$ cat src/rtl/port_halt_pkg.sv
// Shared types for the bus port halt handshake controller.
// Assumes nothing beyond IEEE 1800-2017 packages.
package port_halt_pkg;
    typedef enum logic [1:0] {
        PH_IDLE   = 2'd0,  // waiting for a command
        PH_WAIT   = 2'd1,  // request raised, polling for acknowledge
        PH_VERIFY = 2'd2   // final idle check and release
    } ph_state_t;
endpackage

$ cat src/rtl/port_halt_timer.sv
// Poll and timeout timer. While run is high, tick pulses once every POLL_CYC
// cycles, and last_poll marks the tick that completes the timeout window.
// Assumes run is low for at least one cycle between windows (it restarts from zero).
module port_halt_timer #(
    parameter int POLL_CYC    = 100000,
    parameter int TIMEOUT_CYC = 10000000
) (
    input  logic clk,
    input  logic rst_n,
    input  logic run,
    output logic tick,
    output logic last_poll
);
    localparam int NPOLLS = (TIMEOUT_CYC / POLL_CYC < 1) ? 1 : TIMEOUT_CYC / POLL_CYC;
    localparam int PW     = (POLL_CYC < 2) ? 1 : $clog2(POLL_CYC);
    localparam int NW     = (NPOLLS < 2) ? 1 : $clog2(NPOLLS);
    localparam logic [PW-1:0] PLAST = PW'(POLL_CYC - 1);
    localparam logic [NW-1:0] NLAST = NW'(NPOLLS - 1);

    logic [PW-1:0] pcnt;
    logic [NW-1:0] ncnt;

    assign tick      = run && (pcnt == PLAST);
    assign last_poll = tick && (ncnt == NLAST);

    // Cycle prescaler: counts clock cycles inside one poll interval.
    always_ff @(posedge clk) begin
        if (!rst_n || !run)  pcnt <= '0;
        else if (tick)       pcnt <= '0;
        else                 pcnt <= pcnt + 1'b1;
    end

    // Poll counter: counts poll intervals elapsed in the current window.
    always_ff @(posedge clk) begin
        if (!rst_n || !run)  ncnt <= '0;
        else if (tick)       ncnt <= ncnt + 1'b1;
    end
endmodule

$ cat src/rtl/port_halt_fsm.sv
// Sequencer for the halt handshake. It skips the handshake when the port is
// already idle, otherwise it holds the request until an acknowledge poll hits
// or the timeout expires, then checks idle and always releases the request.
// Assumes the tick and last_poll inputs come from port_halt_timer driven by run.
module port_halt_fsm
    import port_halt_pkg::*;
(
    input  logic clk,
    input  logic rst_n,
    input  logic halt_cmd,
    input  logic port_idle,
    input  logic halt_ack,
    input  logic tick,
    input  logic last_poll,
    output logic run,
    output logic halt_req,
    output logic done,
    output logic fail
);
    ph_state_t state;

    assign run = (state == PH_WAIT);

    // Main sequence: state, request, completion pulse and failure flag.
    always_ff @(posedge clk) begin
        if (!rst_n) begin
            state    <= PH_IDLE;
            halt_req <= 1'b0;
            done     <= 1'b0;
            fail     <= 1'b0;
        end else begin
            done <= 1'b0;
            unique case (state)
                PH_IDLE: begin
                    if (halt_cmd) begin
                        fail <= 1'b0;
                        if (port_idle) begin
                            done <= 1'b1;
                        end else begin
                            halt_req <= 1'b1;
                            state    <= PH_WAIT;
                        end
                    end
                end
                PH_WAIT: begin
                    if (tick && (halt_ack || last_poll)) state <= PH_VERIFY;
                end
                PH_VERIFY: begin
                    fail     <= !port_idle;
                    halt_req <= 1'b0;
                    done     <= 1'b1;
                    state    <= PH_IDLE;
                end
                default: state <= PH_IDLE;
            endcase
        end
    end
endmodule

$ cat src/rtl/port_halt_ctrl.sv
// Top of the bus port halt handshake controller: wires the poll/timeout timer
// to the sequencer. Both parameters are counted in clock cycles, and
// TIMEOUT_CYC is expected to be a multiple of POLL_CYC.
module port_halt_ctrl #(
    parameter int POLL_CYC    = 100000,
    parameter int TIMEOUT_CYC = 10000000
) (
    input  logic clk,
    input  logic rst_n,
    input  logic halt_cmd,
    input  logic port_idle,
    input  logic halt_ack,
    output logic halt_req,
    output logic done,
    output logic fail
);
    logic run;
    logic tick;
    logic last_poll;

    port_halt_timer #(
        .POLL_CYC    (POLL_CYC),
        .TIMEOUT_CYC (TIMEOUT_CYC)
    ) u_timer (
        .clk       (clk),
        .rst_n     (rst_n),
        .run       (run),
        .tick      (tick),
        .last_poll (last_poll)
    );

    port_halt_fsm u_fsm (
        .clk       (clk),
        .rst_n     (rst_n),
        .halt_cmd  (halt_cmd),
        .port_idle (port_idle),
        .halt_ack  (halt_ack),
        .tick      (tick),
        .last_poll (last_poll),
        .run       (run),
        .halt_req  (halt_req),
        .done      (done),
        .fail      (fail)
    );
endmodule

$ cat config.mk
export PLATFORM = sky130hd
export DESIGN_NAME = port_halt_ctrl
export DESIGN_NICKNAME = d
export VERILOG_FILES = /design/src/rtl/port_halt_pkg.sv /design/src/rtl/port_halt_timer.sv /design/src/rtl/port_halt_fsm.sv /design/src/rtl/port_halt_ctrl.sv
export SDC_FILE = /design/constraint.sdc
export NUM_CORES = 1
export LEC_CHECK = 0
export ABC_AREA = 1
export BUFFER_PORTS_ARGS = -buffer_cell sky130_fd_sc_hd__buf_2
export CORE_MARGIN = 2
export CORE_UTILIZATION = 55
export CTS_CLUSTER_SIZE = 30
export DETAILED_ROUTE_END_ITERATION = 12
export PLACE_DENSITY = 0.73
export SYNTH_ARGS = -nofsm -noshare
export SYNTH_HDL_FRONTEND = slang
export SYNTH_SLANG_ARGS = --single-unit
$ cat constraint.sdc
create_clock -name clk -period 2.95 [get_ports clk]
set_clock_uncertainty 0.15 [all_clocks]
set_input_delay 0.4425 -clock clk [delete_from_list [all_inputs] [get_ports clk]]
set_output_delay 0.4425 -clock clk [all_outputs]
set_load 0.1 [all_outputs]
==> reports/qor.csv, run 1 <==
metric,value,unit
result_of_the_run,"complete, no violations",
start_util,57.89,%
report.final.hold_viol_count,0,
drive_above_1_share,18.22,%
post_cts_resize_count,0,
worst_slew_pin_slew,0.4892,ns
hold_bufs_inserted_after_cts,0,
postLayoutSetupSlackWorst,1.216,ns
slew_viol_final,0,
route.detailed.wl_per_inst,10.60,um
route.vias.total,1418,
final_nets,253,
antenna_found_initial,0,
cap_viol_max_count,0,
path_clk_slew,0.09,ns
timing.hold.ws,0.2155,ns
die_w,57.88,um
cts.sinks,29,
maxClockFrequency,576.7,MHz
power.ir.vdd_worst,0.3344,mV
period_minus_slack,1.734,ns
wl_met2,1.274,mm
ys_warn_count,0,
power_density,391.0,nW/um2
synth-seq-area-share,36.36,%
detail-route-antenna-nets,0,
detailroute.wirelength.met3,92,um
place.detailed.hpwl,2.309,mm
path_max_fanout,11,
drt_iter0_drc,54,
slew_headroom,67.61,%
drt-total-wl,2.948,mm
grt_use_total,19.80,%
power.static_leakage,0.0006552,uW
end_kind,register,
worst_hold_path_type,input pin to register,
die_h,57.88,um
grt_remaining_overflow,0,
setup.worst_path.start_class,register,
routed.top_layer,met4,
dr.pass1.iters,4,
number_of_distinct_library_cells_after_synthesis,29,
setup_violations,0,
rsz_0062_raised_after_global_routing,false,
via_per_inst,5.101,
fillerInstances,279,
h-tree-depth,2,
area_growth_syn_to_layout,7.132,%
dpl_cell_area,1659,um2
ant_diodes,0,
worst-endpoint-arrival,1.81,ns
routedLengthMet1,1.554,mm
clock_latency,0.33,ns
largest_net_degree_at_the_start_of_global_routing,12,
dp_slack,1.225,ns
fp.coreArea,2758,um2
cts-buffers-inserted,5,
finalWeightedCongestion,0.8845,
postCtsSetupBuffers,0,
die-area,3350,um2
row_count,19,
grt_pass1_wl,5.085,mm
syn_nets,240,
post_synth_inst_count,233,
ctsRootBufferMaster,clkbuf_4,
power.total,668.7,uW
synth.cell_area,1597,um2
grt_pass1_vias,1243,
route.detailed.drc,0,
design_area,1710,um2
numPortBuffers,7,
layout_worst_path_cycle_share,58.78,%
ys_seq_elements,29,
io-pin-count,8,
clock_tree_buffer_depth,2,
crit_type,register to register,
required,3.03,ns
post_synth.cell_area_avg,6.852,um2
setup-tns-final,0,ns
cts_tree,done,
metrics by stage:
step	instances	utilization [%]
finish	278	62.02
global route	278	62.02
CTS	278	62.02
floorplan	233	-
detailed placement	270	60.16
global placement	270	60.16
Yosys cell counts:
library cell,number,area (um2)
nor2_1,33,123.9
xnor2_1,1,8.760
clkinv_2,1,5.000
o21ai_0,5,25.02
nand2_1,56,210.2
or2_2,1,6.260
a21oi_1,7,35.03
nor3_4,1,16.27
dfxtp_1,29,580.6
nor3_1,6,30.03
a21oi_2,5,43.79
and3_1,1,6.260
buf_6,1,11.26
nand4_1,9,56.30
nand3_2,3,30.03
inv_1,30,112.6
or2_1,1,6.260
nor3_2,3,30.03
nor2_2,3,18.77
a31o_2,1,8.760
inv_2,6,22.52
nand3b_1,1,7.510
nand3_1,16,80.08
nor2_4,5,56.30
o21ai_1,2,10.01
xor2_1,2,17.52
ha_1,2,25.02
nand2_2,1,6.260
inv_4,1,6.260
per-layer routing:
metal  global-route usage [%]  up-vias
li1                         -      766
met1                    26.65      629
met2                    29.87       20
met3                    6.027        3
met4                    7.641        0
met5                        0        -
kinds of logic (layout without fill, tap and decap cells):
logic type	Yosys count	after routing	share of synthesized area (%)
AOI/OAI and AO/OA	20	20	7.680
xor gates and xnor gates	3	3	1.646
adders and majority gates	2	2	1.567
buffers and inverters	39	53	9.875
DFF	29	29	36.36
and+or+nand+nor	140	140	42.87
area by class of cell:
type                            count  area [um2]  area share (%)
Clock buffer                        6       41.29           2.414
Multi-Input combinational cell    165       858.3           50.18
Tap cell                           31       38.79           2.268
Inverter                           38       146.4           8.559
Clock inverter                      2       10.01          0.5852
Timing Repair Buffer                7       35.03           2.048
Sequential cell                    29       580.6           33.94
worst max-delay path: stages, from the launching register on:
cell     delay, ns
dfxtp_1       0.39
ha_1          0.18
nand2_1       0.10
nor2_4        0.14
nand3_2       0.10
nor2_4        0.24
nor2_4        0.11
inv_4         0.15
nor2_1        0.06
cell usage in the layout, fill, tap and decap left out:
| cell | instances |
|---|---|
| nand4_1 | 9 |
| o21ai_1 | 2 |
| nand2_1 | 56 |
| nand3_1 | 16 |
| inv_1 | 30 |
| nand3b_1 | 1 |
| buf_2 | 7 |
| nor3_2 | 3 |
| dfxtp_1 | 29 |
| nor2_2 | 3 |
| clkbuf_4 | 5 |
| a31o_2 | 1 |
| nor2_1 | 33 |
| nor3_1 | 6 |
| inv_2 | 6 |
| and3_1 | 1 |
| a21oi_2 | 5 |
| nor2_4 | 5 |
| or2_2 | 1 |
| clkinv_2 | 3 |
| inv_4 | 1 |
| nand3_2 | 3 |
| ha_1 | 2 |
| o21ai_0 | 5 |
| nor3_4 | 1 |
| nand2_2 | 1 |
| xnor2_1 | 1 |
| or2_1 | 1 |
| a21oi_1 | 7 |
| xor2_1 | 2 |
| clkbuf_1 | 1 |
path summary, 6_finish.rpt:
kind / startpoint / end / cells past startpoint / slack (ns)
worst min-delay path: port_idle / u_fsm.done / 3 / 0.22
worst min register to register: u_fsm.fail / u_fsm.fail / 2 / 0.32
worst max register to register: u_timer.pcnt[0] / u_timer.pcnt[4] / 8 / 1.22
worst max-delay path: u_timer.pcnt[0] / u_timer.pcnt[4] / 8 / 1.22
registers in the layout, indices dropped and copies added, names as in the netlist:
name            count
u_fsm.done          1
u_fsm.state         2
u_fsm.halt_req      1
u_timer.pcnt       17
u_timer.ncnt        7
u_fsm.fail          1
power breakdown:
group	internal [uW]	switching [uW]	leakage [uW]	total, uW
Clock	90.6	140	0.0000320	230
Sequential	395	1.75	0.000234	397
Combinational	9.91	31.8	0.000389	41.7
Total	495	173	0.000655	669
No activity file was read; power rests on OpenSTA's default activity.
==> run 2, diff against run 1 <==
Settings changed: ABC_AREA 1 to 0.
Clock period 2.95 ns to 1.6 ns, I/O delays scaled along.
==> reports/qor.csv, run 2 <==
metric,value,unit
result_of_the_run,"complete, but fails checks",
failing_checks,negative setup slack,
antenna_found_initial,0,
number_of_distinct_library_cells_after_synthesis,38,
synth_xor_area_share,9.041,%
drt-total-wl,3.043,mm
start_util,59.59,%
power.static_leakage,0.0006658,uW
synth_commonest_cells,"dfxtp_1 (29), nor2_1 (19), nand2_1 (10), xnor2_1 (10), a21oi_1 (8)",
route.detailed.wl_per_inst,13.58,um
area_growth_syn_to_layout,39.67,%
crit_cells,5,
slew_viol_final,0,
synth.cell_area,1356,um2
cts_tree,done,
ant_diodes,0,
largest_reg_flops,17,
dominant_combinational_cell_family_by_area_after_synthesis,simple AND/OR/NAND/NOR gates,
crit-reg2reg-launch,u_timer.pcnt[5],
power_density,641.7,nW/um2
row_count,17,
critPathTopFamily,simple AND/OR/NAND/NOR gates,
power.total,1216,uW
slew_headroom,67.99,%
worst_hold_startpoint,rst_n,
post_synth.cell_area_avg,9.164,um2
maxClockFrequency,569.9,MHz
synth-async-reset-ratio,0,%
synth-simple-area-share,32.56,%
path_clk_slew,0.09,ns
final_nets,202,
grt_pass1_vias,1133,
clock_tree_buffer_depth,2,
synth_top_area_share,42.80,%
postLayoutSetupSlackWorst,-0.1547,ns
finalWeightedCongestion,0.8060,
path_max_fanout,6,
final_common_cell,buf_4,
worst-endpoint-arrival,1.86,ns
required,1.71,ns
detail-route-antenna-nets,0,
synth_edf_count,0,
power.ir.vdd_worst,0.5723,mV
place.detailed.hpwl,1.975,mm
h-tree-depth,2,
ctsRootBufferMaster,clkbuf_4,
cts.sinks,29,
route.detailed.drc,0,
via_per_inst,5.509,
fp.coreArea,2276,um2
synth-seq-area-share,42.80,%
cap_viol_max_count,0,
io-pin-count,8,
end_kind,register,
grt_remaining_overflow,0,
die_w,53.66,um
rsz_0062_raised_after_global_routing,true,
grt_use_total,22.98,%
drive_above_1_share,35.71,%
setup_violations,26,
syn_nets,155,
crit_buf_inv,1,
crit_type,register to register,
dpl_cell_area,1652,um2
layout_common_cells,"buf_4 (31), dfxtp_1 (25), nor2_1 (18)",
design_area,1894,um2
route.vias.total,1234,
period_minus_slack,1.755,ns
dr.pass1.iters,4,
cpMaxStageDelayCell,or4_1,
cts-buffers-inserted,5,
setup.worst_path.start_class,register,
largest_registers,"u_timer.pcnt (17), u_timer.ncnt (7), u_fsm.state (2)",
worst_slew_pin_slew,0.4835,ns
worst_hold_path_type,input pin to register,
worst_hold_path_depth,2,
die-area,2879,um2
numPortBuffers,7,
yosys.cell_count.top_type,dfxtp_1,
hold_bufs_inserted_after_cts,0,
ys_seq_elements,29,
clock_latency,0.32,ns
synth-adder-area-share,1.845,%
synthDominantAreaCellType,dfxtp_1,
ys_dominant_reg_cell,dfxtp_1,
rr_worst_depth,5,
setup.worst_path.start,u_timer.pcnt[5],
largest_register,u_timer.pcnt,
layout_worst_path_cycle_share,109.7,%
synth_mux_area_share,0.7380,%
finalCoreUtilization,83.23,%
synth_area_leaders,"dfxtp_1 (43%), xnor2_1 (6.5%), nor2_1 (5.3%), a21oi_1 (3.0%), nand2_1 (2.8%)",
grt_pass1_wl,4.664,mm
ys_warn_count,0,
report.final.hold_viol_count,0,
synth-compound-area-share,10.15,%
crit_chain,nor4b_4 -> nand4b_4 -> buf_4 -> or4_1 -> a21oi_1,
setup-tns-final,-1.581,ns
drt_iter0_drc,20,
die_h,53.66,um
post_synth_inst_count,148,
critical_path.max_stage_delay,0.39,ns
largest_net_degree_at_the_start_of_global_routing,18,
run 2: cell types whose count changed after synthesis, moves of 6 or more:
| cell | delta |
|---|---|
| inv_1 | -26 |
| inv_2 | -6 |
| nand2_1 | -46 |
| nand3_1 | -10 |
| nand4_1 | -6 |
| nor2_1 | -14 |
| nor4_1 | +6 |
| xnor2_1 | +9 |
run 2: cell families (layout without fill, tap and decap cells):
| logic type | after synthesis | in the layout |
|---|---|---|
| mux | 1 | 1 |
| fa+ha+maj | 2 | 2 |
| compound gates | 21 | 21 |
| buf+inv | 8 | 56 |
| simple gates | 73 | 73 |
| xor+xnor | 14 | 14 |
| flops | 29 | 29 |
run 2: path summary, 6_finish.rpt:
kind / end / slack [ns]
setup / recovery: u_timer.ncnt[3] / -0.15
setup reg to reg: u_timer.ncnt[3] / -0.15
hold reg to reg: u_timer.ncnt[1] / 0.34
hold / removal: u_fsm.fail / 0.04
run 2: routing by layer:
layer,wire [um],global-route usage (%),share of wire (%),vias to the layer above
met3,114,9.167,3.7,5
met5,0,0,0,-
met4,26,7.692,0.85,0
met2,1505,39.84,49,17
li1,-,-,-,634
met1,1397,25.35,46,578
run 2: final cells by class:
| cell class | instances | area (um2) |
|---|---|---|
| timing repair buffer | 44 | 344.1 |
| sequential | 29 | 588.1 |
| inverter | 4 | 15.01 |
| multi-input combinational | 111 | 863.3 |
| tap | 28 | 35.03 |
| clock buffer | 8 | 48.80 |
| fill | 137 | 381.6 |
run 2: power by group:
part / switching (uW) / internal (uW)
Clock: 246 / 175
Combinational: 44.0 / 21.9
Sequential: 2.97 / 726
Total: 293 / 922
run 2: repair_timing:
| item | CTS | global route |
|---|---|---|
| resized for setup | 6 | 18 |
| setup endpoints to repair | 25 | 26 |
| pin swaps | 1 | 10 |
| endpoints found under the hold margin | 0 | 0 |
| buffers inserted | 3 | 7 |
run 2: through the flow:
stage	hold WS, ns	instances	worst slack, ns
CTS	0.03566	217	-0.1440
global route	0.03288	224	-0.2190
floorplan	0.2117	148	-0.04274
global placement	0.2775	206	-0.1178
finish	0.03790	224	-0.1547
detailed placement	0.2897	206	-0.1540
==> run 3, diff against run 2 <==
Settings changed: ABC_AREA 0 to 1.
==> reports/qor.csv, run 3 (same netlist as run 1, synthesis figures left out) <==
metric,value,unit
final_nets,268,
numPortBuffers,7,
report.final.hold_viol_count,0,
final_common_cell,nand2_1,
grt_pass1_wl,5.395,mm
worst_hold_path_type,input pin to register,
grt_most_used_layer,met2,
r2r_setup_slack,0.01,ns
cts_tree,done,
postLayoutSetupSlackWorst,0.01050,ns
timing.hold.ws,0.01776,ns
power.total,1264,uW
grt_remaining_overflow,0,
setup_violations,0,
use_met3,4.688,%
maxClockFrequency,629.1,MHz
dr.pass1.iters,4,
largest_registers,"u_timer.pcnt (17), u_timer.ncnt (7), u_fsm.state (2)",
via_per_inst,5.082,
reg2reg_to,u_timer.pcnt[9],
rr_worst_depth,6,
grt_use_total,21.15,%
antenna_found_initial,0,
dp_slack,-0.03134,ns
detail-route-antenna-nets,0,
finalCoreUtilization,69.37,%
fp.coreArea,2758,um2
path_max_fanout,4,
cts-buffers-inserted,5,
finalWeightedCongestion,0.8811,
crit-reg2reg-launch,u_timer.pcnt[1],
die_h,57.88,um
power.static_leakage,0.0007690,uW
cap_viol_max_count,0,
place.detailed.hpwl,2.375,mm
ctsRootBufferMaster,clkbuf_4,
io-pin-count,8,
die_w,57.88,um
drt-total-wl,3.287,mm
required,1.73,ns
clock_tree_buffer_depth,2,
ant_diodes,0,
fillerInstances,234,
setup.worst_path.start_class,register,
path_clk_slew,0.10,ns
period_minus_slack,1.589,ns
route.vias.total,1489,
worst_slew_pin_slew,0.4856,ns
groute.layer.met1.usage,28.15,%
drt_iter0_drc,60,
slew_viol_final,0,
worst_hold_path_depth,3,
clock_latency,0.34,ns
largest_register,u_timer.pcnt,
met2_track_usage_gr,32.63,%
worst-endpoint-arrival,1.72,ns
slew_headroom,67.85,%
layout_common_cells,"nand2_1 (53), nor2_1 (32), inv_1 (30)",
layout_worst_path_cycle_share,99.34,%
placedCellCount,281,
route.detailed.drc,0,
crit_type,register to register,
row_count,19,
power_density,660.6,nW/um2
power.ir.vdd_worst,0.6081,mV
end_kind,register,
cts.sinks,29,
h-tree-depth,2,
result_of_the_run,"complete, no violations",
finish.cell_count_without_fillers,293,
die-area,3350,um2
largest_net_degree_at_the_start_of_global_routing,11,
start_util,57.89,%
drive_above_1_share,29.39,%
worst_hold_startpoint,rst_n,
hold_end,u_fsm.halt_req,
largest_reg_flops,17,
rsz_0062_raised_after_global_routing,true,
route.detailed.wl_per_inst,11.22,um
grt_pass1_vias,1293,
area_growth_syn_to_layout,19.83,%
## run 3: changes by cell type in the layout (fill, tap and decap cells not counted), moves of 7 or more
cell / before / now
nand2_1: 9 / 53
inv_1: 4 / 30
buf_4: 31 / 13
nor2_1: 18 / 32
xnor2_1: 10 / 1
nand3_1: 6 / 13
## run 3: report_power, final
| part | internal (uW) | switching (uW) | leakage (uW) |
|---|---|---|---|
| Sequential | 728 | 3.15 | 0.000237 |
| Combinational | 27.3 | 62.9 | 0.000501 |
| Clock | 165 | 277 | 0.0000310 |
## run 3: worst max-delay path: stages (launching register included)
cell     delay (ns)
dfxtp_2        0.36
buf_4          0.12
nand3_2        0.12
nor3_4         0.32
nand2_2        0.12
or2_1          0.23
a21oi_2        0.10
## run 3: through the flow
stage               setup TNS, ns  area [um2]
global route              -0.6547        1913
detailed placement       -0.04478        1754
finish                          0        1913
floorplan                       0        1597
global placement                0        1754
CTS                             0        1829
## run 3: repair_timing
action                                  in CTS  in global routing
hold buffers                                 1                  0
gates resized for setup                      5                 17
pin swaps                                    2                  9
endpoints found under the setup margin       8                 20
buffers inserted                             0                  3
hold endpoints to repair                     1                  0
## run 3: how the worst max path moves through the flow
| stage | from | endpoint |
|---|---|---|
| 2_1_floorplan | u_timer.pcnt[0] | u_timer.ncnt[0] |
| 3_3_place_gp | u_timer.pcnt[0] | u_timer.pcnt[0] |
| 3_5_place_dp | u_timer.pcnt[0] | u_timer.pcnt[14] |
| 4_1_cts | u_timer.pcnt[0] | u_timer.pcnt[0] |
| 5_1_grt | u_timer.pcnt[1] | u_timer.ncnt[5] |
| 6_report | u_timer.pcnt[1] | u_timer.pcnt[9] |
## run 3: metal layers
| metal | wire (um) | share of wire, % |
|---|---|---|
| met2 | 1475 | 45 |
| met5 | 0 | 0 |
| met4 | 75 | 2.3 |
| met1 | 1629 | 50 |
| met3 | 107 | 3.3 |
## run 3: final cells by class
| cell class | instances | area (um2) | area share, % |
|---|---|---|---|
| clock buffer | 5 | 37.54 | 1.962 |
| clock inverter | 3 | 17.52 | 0.9156 |
| inverter | 38 | 148.9 | 7.783 |
| multi-input combinational | 165 | 919.6 | 48.07 |
| sequential | 29 | 588.1 | 30.74 |
| tap | 31 | 38.79 | 2.027 |
| timing repair buffer | 22 | 162.7 | 8.502 |
